--- config.mk ---
export PLATFORM = sky130hd
export DESIGN_NAME = clamp_dwell_guard
export DESIGN_NICKNAME = d
export VERILOG_FILES = /design/src/rtl/dwell_pkg.sv /design/src/rtl/dwell_tick_gen.sv /design/src/rtl/dwell_window.sv /design/src/rtl/dwell_accum.sv /design/src/rtl/clamp_dwell_guard.sv
export SDC_FILE = /design/constraint.sdc
export NUM_CORES = 1
export LEC_CHECK = 0
export BUFFER_PORTS_ARGS = -buffer_cell sky130_fd_sc_hd__buf_2
export CAP_MARGIN = 20
export CORE_UTILIZATION = 61
export DETAILED_ROUTE_END_ITERATION = 6
export PLACE_DENSITY = 0.87
export SLEW_MARGIN = 25
export SYNTH_ARGS = -nofsm -noshare
export SYNTH_HDL_FRONTEND = slang
export SYNTH_SLANG_ARGS = --single-unit
--- constraint.sdc ---
create_clock -name clk -period 2.8 [get_ports clk]
set_input_delay 0 -clock clk [delete_from_list [all_inputs] [get_ports clk]]
set_output_delay 0 -clock clk [all_outputs]
set_load 0.01 [all_outputs]
--- src/rtl/dwell_pkg.sv ---
package dwell_pkg;

    typedef enum logic [1:0] {
        ST_REST  = 2'd0,
        ST_CLAMP = 2'd1,
        ST_TRIP  = 2'd2
    } guard_state_e;

    function automatic int unsigned width_for(input int unsigned max_val);
        return (max_val < 2) ? 1 : $clog2(max_val + 1);
    endfunction

endpackage

--- src/rtl/dwell_tick_gen.sv ---
module dwell_tick_gen #(
    parameter int unsigned DIV = 5000
) (
    input  logic clk,
    input  logic rst_n,
    output logic tick_o
);
    localparam int unsigned CW = dwell_pkg::width_for(DIV - 1);

    logic [CW-1:0] div_q;

    assign tick_o = (div_q == CW'(DIV - 1));

    always_ff @(posedge clk or negedge rst_n) begin
        if (!rst_n) begin
            div_q <= '0;
        end else if (tick_o) begin
            div_q <= '0;
        end else begin
            div_q <= div_q + CW'(1);
        end
    end
endmodule

--- src/rtl/dwell_window.sv ---
module dwell_window #(
    parameter int unsigned TICKS = 10000
) (
    input  logic clk,
    input  logic rst_n,
    input  logic tick_i,
    output logic end_o
);
    localparam int unsigned WW = dwell_pkg::width_for(TICKS - 1);

    logic [WW-1:0] pos_q;
    logic          last_w;

    assign last_w = (pos_q == WW'(TICKS - 1));
    assign end_o  = tick_i && last_w;

    always_ff @(posedge clk or negedge rst_n) begin
        if (!rst_n) begin
            pos_q <= '0;
        end else if (tick_i) begin
            if (last_w) begin
                pos_q <= '0;
            end else begin
                pos_q <= pos_q + WW'(1);
            end
        end
    end
endmodule

--- src/rtl/dwell_accum.sv ---
module dwell_accum #(
    parameter int unsigned ACC_W = 10
) (
    input  logic             clk,
    input  logic             rst_n,
    input  logic             tick_i,
    input  logic             on_i,
    input  logic             clear_i,
    input  logic [ACC_W-1:0] budget_i,
    output logic             over_o,
    output logic [ACC_W-1:0] cnt_o
);
    logic [ACC_W-1:0] cnt_q;
    logic [ACC_W:0]   sum_w;
    logic             full_w;

    assign full_w = &cnt_q;
    assign sum_w  = {1'b0, cnt_q} + (ACC_W + 1)'(1);
    assign over_o = tick_i && on_i && (sum_w > {1'b0, budget_i});
    assign cnt_o  = cnt_q;

    always_ff @(posedge clk or negedge rst_n) begin
        if (!rst_n) begin
            cnt_q <= '0;
        end else if (tick_i) begin
            if (clear_i) begin
                cnt_q <= '0;
            end else if (on_i && !full_w) begin
                cnt_q <= sum_w[ACC_W-1:0];
            end
        end
    end
endmodule

--- src/rtl/clamp_dwell_guard.sv ---
module clamp_dwell_guard #(
    parameter int unsigned TICK_DIV     = 5000,
    parameter int unsigned WINDOW_TICKS = 10000,
    parameter int unsigned LO_BUDGET    = 512,
    parameter int unsigned HI_BUDGET    = 768
) (
    input  logic clk,
    input  logic rst_n,
    input  logic clamp_req,
    input  logic hi_line,
    output logic clamp_gate,
    output logic shut_fault
);
    import dwell_pkg::*;

    localparam int unsigned MAX_BUDGET = (LO_BUDGET > HI_BUDGET) ? LO_BUDGET : HI_BUDGET;
    localparam int unsigned ACC_W      = width_for(MAX_BUDGET + 1);

    guard_state_e     state_q;
    guard_state_e     state_nx;
    logic             tick;
    logic             win_end;
    logic             over;
    logic [ACC_W-1:0] acc_cnt;
    logic [ACC_W-1:0] budget_sel;

    assign budget_sel = hi_line ? ACC_W'(HI_BUDGET) : ACC_W'(LO_BUDGET);

    dwell_tick_gen #(.DIV(TICK_DIV)) tick_i (
        .clk    (clk),
        .rst_n  (rst_n),
        .tick_o (tick)
    );

    dwell_window #(.TICKS(WINDOW_TICKS)) win_i (
        .clk    (clk),
        .rst_n  (rst_n),
        .tick_i (tick),
        .end_o  (win_end)
    );

    dwell_accum #(.ACC_W(ACC_W)) acc_i (
        .clk      (clk),
        .rst_n    (rst_n),
        .tick_i   (tick),
        .on_i     (state_q == ST_CLAMP),
        .clear_i  (win_end),
        .budget_i (budget_sel),
        .over_o   (over),
        .cnt_o    (acc_cnt)
    );

    // State register
    always_ff @(posedge clk or negedge rst_n) begin
        if (!rst_n) begin
            state_q <= ST_REST;
        end else begin
            state_q <= state_nx;
        end
    end

    // Transitions
    always_comb begin
        state_nx = state_q;
        unique case (state_q)
            ST_REST:  if (clamp_req) state_nx = ST_CLAMP;
            ST_CLAMP: begin
                if (over) begin
                    state_nx = ST_TRIP;
                end else if (!clamp_req) begin
                    state_nx = ST_REST;
                end
            end
            ST_TRIP:  state_nx = ST_TRIP;
            default:  state_nx = ST_TRIP;
        endcase
    end

    // Outputs
    always_comb begin
        clamp_gate = 1'b0;
        shut_fault = 1'b0;
        unique case (state_q)
            ST_REST:  ;
            ST_CLAMP: clamp_gate = 1'b1;
            ST_TRIP:  shut_fault = 1'b1;
            default:  shut_fault = 1'b1;
        endcase
    end
endmodule

# Word-level counts from Yosys, hierarchy flattened
# Cells that the tools add are included.
dict set report word_totals {
  out_inout_bits 2
  elab_cells 35
  reg_bits 39
}
dict set report classes {
  order_cmp 1
  addsub 3
  n_eq_ne 5
  muxes 11
  reduce_logical 11
}
# operator n
set ops {}
lappend ops {{2-to-1 mux 10 bit} 2}
lappend ops {{adder 14 x 1 -> 14 bit (second input constant)} 1}
lappend ops {{== test 14 bit (second input constant)} 1}
lappend ops {{2-to-1 mux 14 bit} 1}
lappend ops {{adder 13 x 1 -> 13 bit (second input constant)} 1}
lappend ops {{== test 13 bit (second input constant)} 1}
lappend ops {{2-to-1 mux 13 bit} 1}
lappend ops {{adder 10 x 1 -> 11 bit (second input constant)} 1}
lappend ops {{greater-than comparator 11 x 10 -> 1 bit} 1}
lappend ops {{AND reduction 10 bit} 1}
lappend ops {{2-to-1 mux 9 bit} 1}
lappend ops {{2-to-1 mux 2 bit} 3}
lappend ops {{logical AND 1 bit} 4}
lappend ops {{case mux 2 bit (2 select lines)} 1}
lappend ops {{AND reduction 2 bit} 2}
lappend ops {{!= test 3 bit (second input constant)} 1}
lappend ops {{== test 2 x 1 -> 1 bit (second input constant)} 1}
lappend ops {{zero test 2 bit} 1}
lappend ops {{2-to-1 mux 1 bit} 2}
lappend ops {{!= test 2 bit (second input constant)} 1}
lappend ops {{nonzero test 2 bit} 1}
lappend ops {{OR reduction 2 bit} 1}
lappend ops {{zero test 1 bit} 1}

# Depth between registers and ports, before layout
# Gate-level depths: netlist of the first run.
dict set report logic_depth {
  word_depth 5
  depth_mapped 8
  ltp_nobuf 8
}

# Cells and area by module
# A second synthesis of the first run with hierarchy kept.
dict set report unflattened {
  cells_unflattened 236
  area_unflattened_um2 2353.5
}
# mod instances cells_each area_per_inst_um2
set modules_own_cells {}
lappend modules_own_cells {dwell_accum 1 98 882.1}
lappend modules_own_cells {dwell_window 1 75 775.7}
lappend modules_own_cells {dwell_tick_gen 1 54 608.1}
lappend modules_own_cells {clamp_dwell_guard 1 9 87.6}

# Worst setup path after synthesis of the first run
# OpenSTA, ideal clock, no wires.
dict set report synth_timing {
  path_kind {flip-flop to flip-flop}
  from {register tick_i.div_q[3]}
  to {register acc_i.cnt_q[6], in the netlist acc_i.cnt_o[6]}
  period_less_slack_ns 2.086
  t_arrival_ns 2.017
  path_stages_with_launch 6
  t_required_ns 2.731
  setup_slack_ns 0.714
  path_cell_list {dfrtp_1 -> or4b_1 -> nor4_4 -> nand3_2 -> or4_1 -> nand3_1}
}
dict set report synth_via {
  elab_chain_len 4
}
# item line_no
set synth_rtl {}
lappend synth_rtl {{from (decl)} dwell_tick_gen.sv:10} ;# logic [CW-1:0] div_q;
lappend synth_rtl {{from (signal assigned)} dwell_tick_gen.sv:20} ;# div_q <= div_q + CW'(1);
lappend synth_rtl {{== test 13 bit *} dwell_tick_gen.sv:12} ;# assign tick_o = (div_q == CW'(DIV - 1));
lappend synth_rtl {{logical AND 1 bit} dwell_window.sv:15} ;# assign end_o = tick_i && last_w;
lappend synth_rtl {{nonzero test 2 bit (no source line)} n/a}
lappend synth_rtl {{AND reduction 2 bit (no source line)} n/a}
lappend synth_rtl {{to (signal assigned)} dwell_accum.sv:29} ;# cnt_q <= sum_w[ACC_W-1:0];
lappend synth_rtl {{to (decl)} dwell_accum.sv:13} ;# logic [ACC_W-1:0] cnt_q;
# Every way passes the cells marked *; elsewhere a longest branch is shown, timed or not.
# A chain may end at the register's enable or synchronous reset.

# Worst setup path after layout of the first run
# Ends and elaborated chain as after synthesis.

==> results of run 1 <==
## placed cells by master, fill, tap and decap left out, drive strengths merged, types with 2 or more instances in the layout
cell | netlist | final
ha | 4 | 4
xor2 | 7 | 7
and3 | 4 | 4
mux2i | 2 | 2
a31oi | 4 | 4
nand2 | 23 | 23
clkbuf | 8 | 5
o31ai | 6 | 6
o211ai | 3 | 3
nand2b | 2 | 2
nor4 | 4 | 4
nor3 | 4 | 4
xnor2 | 11 | 11
and2 | 2 | 2
a31o | 3 | 3
dfrtp | 39 | 39
a21oi | 6 | 6
o41ai | 3 | 3
clkinv | 0 | 2
or4b | 4 | 4
nand3 | 20 | 20
and4 | 2 | 2
nor2 | 20 | 20
or4 | 4 | 4
inv | 5 | 5
buf | 3 | 10
o21ai | 10 | 10
nand4 | 11 | 11
nor2b | 3 | 3
## worst max-delay path: stages (launching register included)
cell	delay, ns
dfrtp_1	0.45
or4b_1	0.59
nor4_4	0.45
nand3_2	0.24
or4_1	0.52
nand3_1	0.09
## how the worst min path moves through the flow
stage	from	endpoint	slack (ns)	cells past startpoint
finish	clamp_req	state_q[0]	0.02	3
global route	clamp_req	state_q[0]	0.07	3
CTS	clamp_req	state_q[0]	0.01	3
detailed placement	rst_n	acc_i.cnt_o[5]	0.16	1
global placement	rst_n	acc_i.cnt_o[5]	0.15	1
floorplan	rst_n	acc_i.cnt_o[0]	-0.30	0
## cell families after synthesis
group	synth area share
and+or+nand+nor	0.268
AOI/OAI and AO/OA	0.131
adders and majority gates	0.0238
muxes	0.00950
DFF	0.463
buffers and inverters	0.0303
xor gates and xnor gates	0.0748
## registers in the layout, summed over array words and instances, names as in the netlist
| name | flops |
|---|---|
| win_i.pos_q | 14 |
| tick_i.div_q | 13 |
| acc_i.cnt_o | 10 |
| state_q | 2 |
## layout make-up
cell class,count,area (µm²)
Sequential cell,39,976
Timing Repair Buffer,11,72.6
Fill cell,231,882
Clock inverter,3,43.8
Inverter,5,18.8
Tap cell,44,55.1
Multi-Input combinational cell,169,1070
Clock buffer,5,37.5
## repair_timing
| action | in CTS | in global routing |
|---|---|---|
| endpoints found under the setup margin | 0 | 0 |
| hold buffers | 1 | 0 |
| buffers inserted | 0 | 0 |
| endpoints found under the hold margin | 39 | 0 |
| gates resized for setup | 0 | 0 |
## layer usage
| metal | track usage | up-vias | part of all wire |
|---|---|---|---|
| li1 | - | 834 | - |
| met5 | 0 | - | 0 |
| met3 | 0.0725 | 7 | 0.046 |
| met4 | 0.153 | 0 | 0.017 |
| met2 | 0.413 | 43 | 0.47 |
| met1 | 0.372 | 838 | 0.47 |
## power groups by stage
stage                     Clock [mW]  Sequential (mW)  Combinational (mW)
after global placement             0            0.574              0.0141
after floorplan                    0            0.574            0.000998
after CTS                      0.399            0.563              0.0154
after global routing           0.420            0.563              0.0180
after detailed placement           0            0.574              0.0143
final                          0.392            0.563              0.0147
## per-stage QoR
stage          setup WS, ns  std cells  total power [mW]  hold slack (ns)
6_report              0.390        276             0.970           0.0245
5_1_grt               0.247        276              1.00           0.0703
4_1_cts               0.402        276             0.977           0.0142
3_5_place_dp          0.441        267             0.588            0.161
3_3_place_gp          0.513        267             0.588            0.153
2_1_floorplan         0.714        224             0.575           -0.296
==> results.json, run 1 <==
{
  "status": "finished, final reports clean",
  "grt_max_degree": 40,
  "yosys.area.top_type_share": 0.463,
  "routed_via_density": 6.24,
  "internal-power_uw": 754,
  "postRouteAntennaNets": 0,
  "tightest_slew_ns": 0.875,
  "hpwl_mm": 2.88,
  "die_h_um": 60.8,
  "ys_warn_count": 0,
  "overflow": 0,
  "area_growth_syn_to_layout_pct": 7.78,
  "tns_ns": 0,
  "drive_gt1_frac": 0.112,
  "io_pins": 6,
  "drtIter0Drc": 172,
  "synthArstFlopShare": 1.00,
  "setup_violations": 0,
  "clk_root_buffer_cell": "clkbuf_4",
  "worstPathRequired_ns": 3.12,
  "worstPathArrival_ns": 2.73,
  "utilization": 0.720,
  "io_buffers": 5,
  "vias": 1722,
  "worstSetupEndpointType": "flop",
  "dieArea_um2": 3690,
  "cts_inserted_buffers": 5,
  "start_util": 0.668,
  "p_switching_uw": 216,
  "sw_frac_of_total": 0.223,
  "worstReg2RegStart": "tick_i.div_q[3]",
  "r2r_slack_ns": 0.39,
  "yosysSeqAreaShare": 0.463,
  "postLayoutCellArea_um2": 2270,
  "yosys-top-cells-count": "dfrtp_1 (39), nand2_1 (23), nor2_1 (20)",
  "pwr-share-clk": 0.404,
  "synth.avg_cell_area_um2": 9.41,
  "grt_pass1_wl_mm": 7.35,
  "synth_cell_types": 39,
  "dr.pass1.iters": 4,
  "syn-cell-area_um2": 2110,
  "insertedDiodeCount": 0,
  "cts_buffer_depth": 2,
  "clkTransAtPathRegs_ns": 0.13,
  "max_freq_mhz": 415,
  "grt_pass1_vias": 1627,
  "route.detailed.drc": 0,
  "synth.most_common_cell": "dfrtp_1",
  "finalCritPeriodShare": 0.861,
  "coreArea_um2": 3150,
  "crit_path_max_fanout": 8,
  "power.density_nw_per_um2": 427,
  "hp-class": "input port to flop",
  "wirelength_mm": 4.33,
  "antenna_found_initial": 0,
  "rsz0062_at_grt": "false",
  "period_needed_ns": 2.41,
  "gp_congestion": 0.835,
  "rows": 20,
  "fp.dieW_um": 60.8,
  "worstRegToRegCells": 5,
  "cts-htree-levels": 2,
  "drt-wirelength-per-cell_um": 15.7,
  "synth_cells": 224,
  "slew_viol_final": 0,
  "clock_sinks": 39,
  "maxCapViolations": 0,
  "clk_latency_ns": 0.37,
  "synth-edff-count": 0,
  "critPathCapture": "acc_i.cnt_o[6]",
  "ys_ff_latch": 39,
  "p_leak_nw": 0.936,
  "combPwrFrac": 0.015,
  "crit_start": "tick_i.div_q[3]",
  "finClkSkew_ns": 0.0170,
  "synth_top_area_cell": "dfrtp_1",
  "final_nets": 239,
  "place_area_um2": 2180,
  "syn-num-nets": 232,
  "startpoint_type": "flop",
  "vdd_drop_max_mv": 0.304,
  "cts_tree": "yes",
  "grt_usage": 0.278,
  "seqPwrFrac": 0.580,
  "worstReg2RegEnd": "acc_i.cnt_o[6]",
  "relSlewSlack": 0.417,
  "synth_area_leaders": "dfrtp_1 (46%), xnor2_1 (4.6%), nand3_1 (4.5%), nand2_1 (4.1%), nor2_1 (3.6%)",
  "synth_ff_type": "dfrtp_1",
  "critical_path_class": "flop to flop",
  "timing_hold_violations_final": 0
}
Power figures use the tool's default switching activity.
==> run 2: changes to the inputs <==
--- a/config.mk
+++ b/config.mk
@@ -7,8 +7,10 @@
 export LEC_CHECK = 0
 export BUFFER_PORTS_ARGS = -buffer_cell sky130_fd_sc_hd__buf_2
 export CAP_MARGIN = 20
+export CORE_ASPECT_RATIO = 2
 export CORE_UTILIZATION = 61
 export DETAILED_ROUTE_END_ITERATION = 6
+export HOLD_SLACK_MARGIN = 0.15
 export PLACE_DENSITY = 0.87
 export SLEW_MARGIN = 25
 export SYNTH_ARGS = -nofsm -noshare
==> run 2 against run 1 <==
  * Non-clock buffer count rose by 2
  * Clock power fell by 7.9%
  * First-iteration DRC count fell by 74%
  * Final cell count fell by 4.0%
  * Clock skew fell by 0.0068 ns
  * Sequential share of layout area barely moved
  * Critical path depth rose by 3
  * Highest routed layer unchanged
  * Setup slack improved by 0.10 ns
  * Combinational power rose by 5%
  * Core utilization fell by 1.7 points
==> results.json, run 2 (synthesis results as in run 1) <==
{
  "status": "finished, final reports clean",
  "slew_viol_final": 0,
  "worstPathArrival_ns": 2.46,
  "worstReg2RegStart": "acc_i.cnt_o[0]",
  "cts_buffer_depth": 2,
  "place_area_um2": 2170,
  "startpoint_type": "flop",
  "io_pins": 6,
  "critical_path_class": "flop to flop",
  "worstSetupEndpointType": "flop",
  "regMostFlops": "win_i.pos_q",
  "vias": 1752,
  "worst-path-buf-inv": 0,
  "grt_usage": 0.276,
  "timing_hold_violations_final": 0,
  "rsz0062_at_grt": "false",
  "worstReg2RegEnd": "state_q[1]",
  "gp_congestion": 0.830,
  "hpwl_mm": 3.45,
  "cts_inserted_buffers": 5,
  "dieArea_um2": 3710,
  "fp.dieW_um": 43.6,
  "antenna_found_initial": 0,
  "drtIter0Drc": 45,
  "start_util": 0.652,
  "route.detailed.drc": 0,
  "period_needed_ns": 2.31,
  "clkTransAtPathRegs_ns": 0.07,
  "clk_root_buffer_cell": "clkbuf_8",
  "final_nets": 241,
  "final_common_cell": "dfrtp_1",
  "p_leak_nw": 0.942,
  "grt_pass1_wl_mm": 7.60,
  "coreArea_um2": 3230,
  "tns_ns": 0,
  "path_cells": "ha_1, and2_1, nand3_1, xor2_1, ha_1, nand2_1, o311ai_0, a31oi_1",
  "wirelength_mm": 4.60,
  "utilization": 0.704,
  "tightest_slew_ns": 0.860,
  "cpMostUsedCell": "ha_1",
  "drive_gt1_frac": 0.107,
  "worstPathRequired_ns": 2.95,
  "finalCritPeriodShare": 0.824,
  "path_delay_family": "compound AO/OA/AOI/OAI gates",
  "rows": 29,
  "final_cell_mix": "dfrtp_1 (39), nand2_1 (23), nor2_1 (20), nand3_1 (19)",
  "cts_tree": "yes",
  "area_growth_syn_to_layout_pct": 7.84,
  "relSlewSlack": 0.426,
  "slowest_stage": "o311ai_0",
  "vdd_drop_max_mv": 0.620,
  "maxCapViolations": 0,
  "power.density_nw_per_um2": 413,
  "clock_sinks": 39,
  "grt_pass1_vias": 1705,
  "crit_start": "acc_i.cnt_o[0]",
  "critPathCapture": "state_q[1]",
  "grt_max_degree": 40,
  "routed_via_density": 6.61,
  "largest_reg_flops": 14,
  "die_h_um": 85.1,
  "max_stage_delay_ns": 0.53,
  "dr.pass1.iters": 4,
  "fillers": 245,
  "overflow": 0,
  "crit_path_max_fanout": 6,
  "finClkSkew_ns": 0.0102,
  "drt-wirelength-per-cell_um": 17.4,
  "postLayoutCellArea_um2": 2270,
  "worstRegToRegCells": 8,
  "io_buffers": 5,
  "postRouteAntennaNets": 0,
  "insertedDiodeCount": 0,
  "cts-htree-levels": 2,
  "r2r_slack_ns": 0.49,
  "cp_num_cells": 8,
  "hp-class": "input port to flop",
  "clk_latency_ns": 0.29,
  "setup_violations": 0,
  "max_freq_mhz": 433
}
==> run 2: cell type report <==
class                      instances  area, µm²  area share
tap                               31       38.8      0.0171
clock buffer                       7       76.3      0.0336
clock inverter                     1       5.00     0.00220
multi-input combinational        169       1070       0.470
inverter                           5       18.8     0.00826
timing repair buffer              13       90.1      0.0396
sequential                        39        976       0.430
==> run 2: routing by layer <==
metal | track usage | share of wire | up-vias
met2 | 0.531 | 0.58 | 44
met5 | 0 | 0 | -
met1 | 0.262 | 0.36 | 859
met4 | 0.134 | 0.034 | 0
met3 | 0.0426 | 0.024 | 14
li1 | - | - | 835
==> run 2: worst min path at each step <==
stage / startpoint / end / slack (ns) / cells after the start
after floorplan: rst_n / acc_i.cnt_o[0] / -0.30 / 0
after global placement: rst_n / acc_i.cnt_o[4] / 0.15 / 1
after detailed placement: rst_n / acc_i.cnt_o[4] / 0.15 / 1
after CTS: hi_line / state_q[1] / 0.24 / 5
after global routing: hi_line / state_q[1] / 0.27 / 5
final: hi_line / state_q[1] / 0.24 / 5
==> run 2: report_power, final <==
part	switching, mW	leakage (nW)	internal (mW)
combinational	0.0115	0.375	0.00389
sequential	0	0.525	0.563
clock	0.186	0.0422	0.175
==> run 2: what timing repair did <==
action	CTS	global route
hold endpoints to repair	40	0
setup buffers	0	0
setup endpoints to repair	0	0
resized for setup	0	0
hold buffers	2	0
==> run 2: worst register-to-register path, stage by stage, from the launching register on <==
cell,delay (ns)
dfrtp_1,0.42
ha_1,0.21
and2_1,0.23
nand3_1,0.14
xor2_1,0.17
ha_1,0.27
nand2_1,0.04
o311ai_0,0.53
a31oi_1,0.16
==> run 2: through the flow <==
stage                     std cells  hold slack, ns  power, mW  worst slack, ns
after floorplan                 224          -0.296      0.575            0.714
after global placement          255           0.148      0.588            0.539
after detailed placement        255           0.154      0.588            0.498
after CTS                       265           0.237      0.950            0.479
after global routing            265           0.271      0.972            0.342
final                           265           0.237      0.939            0.492
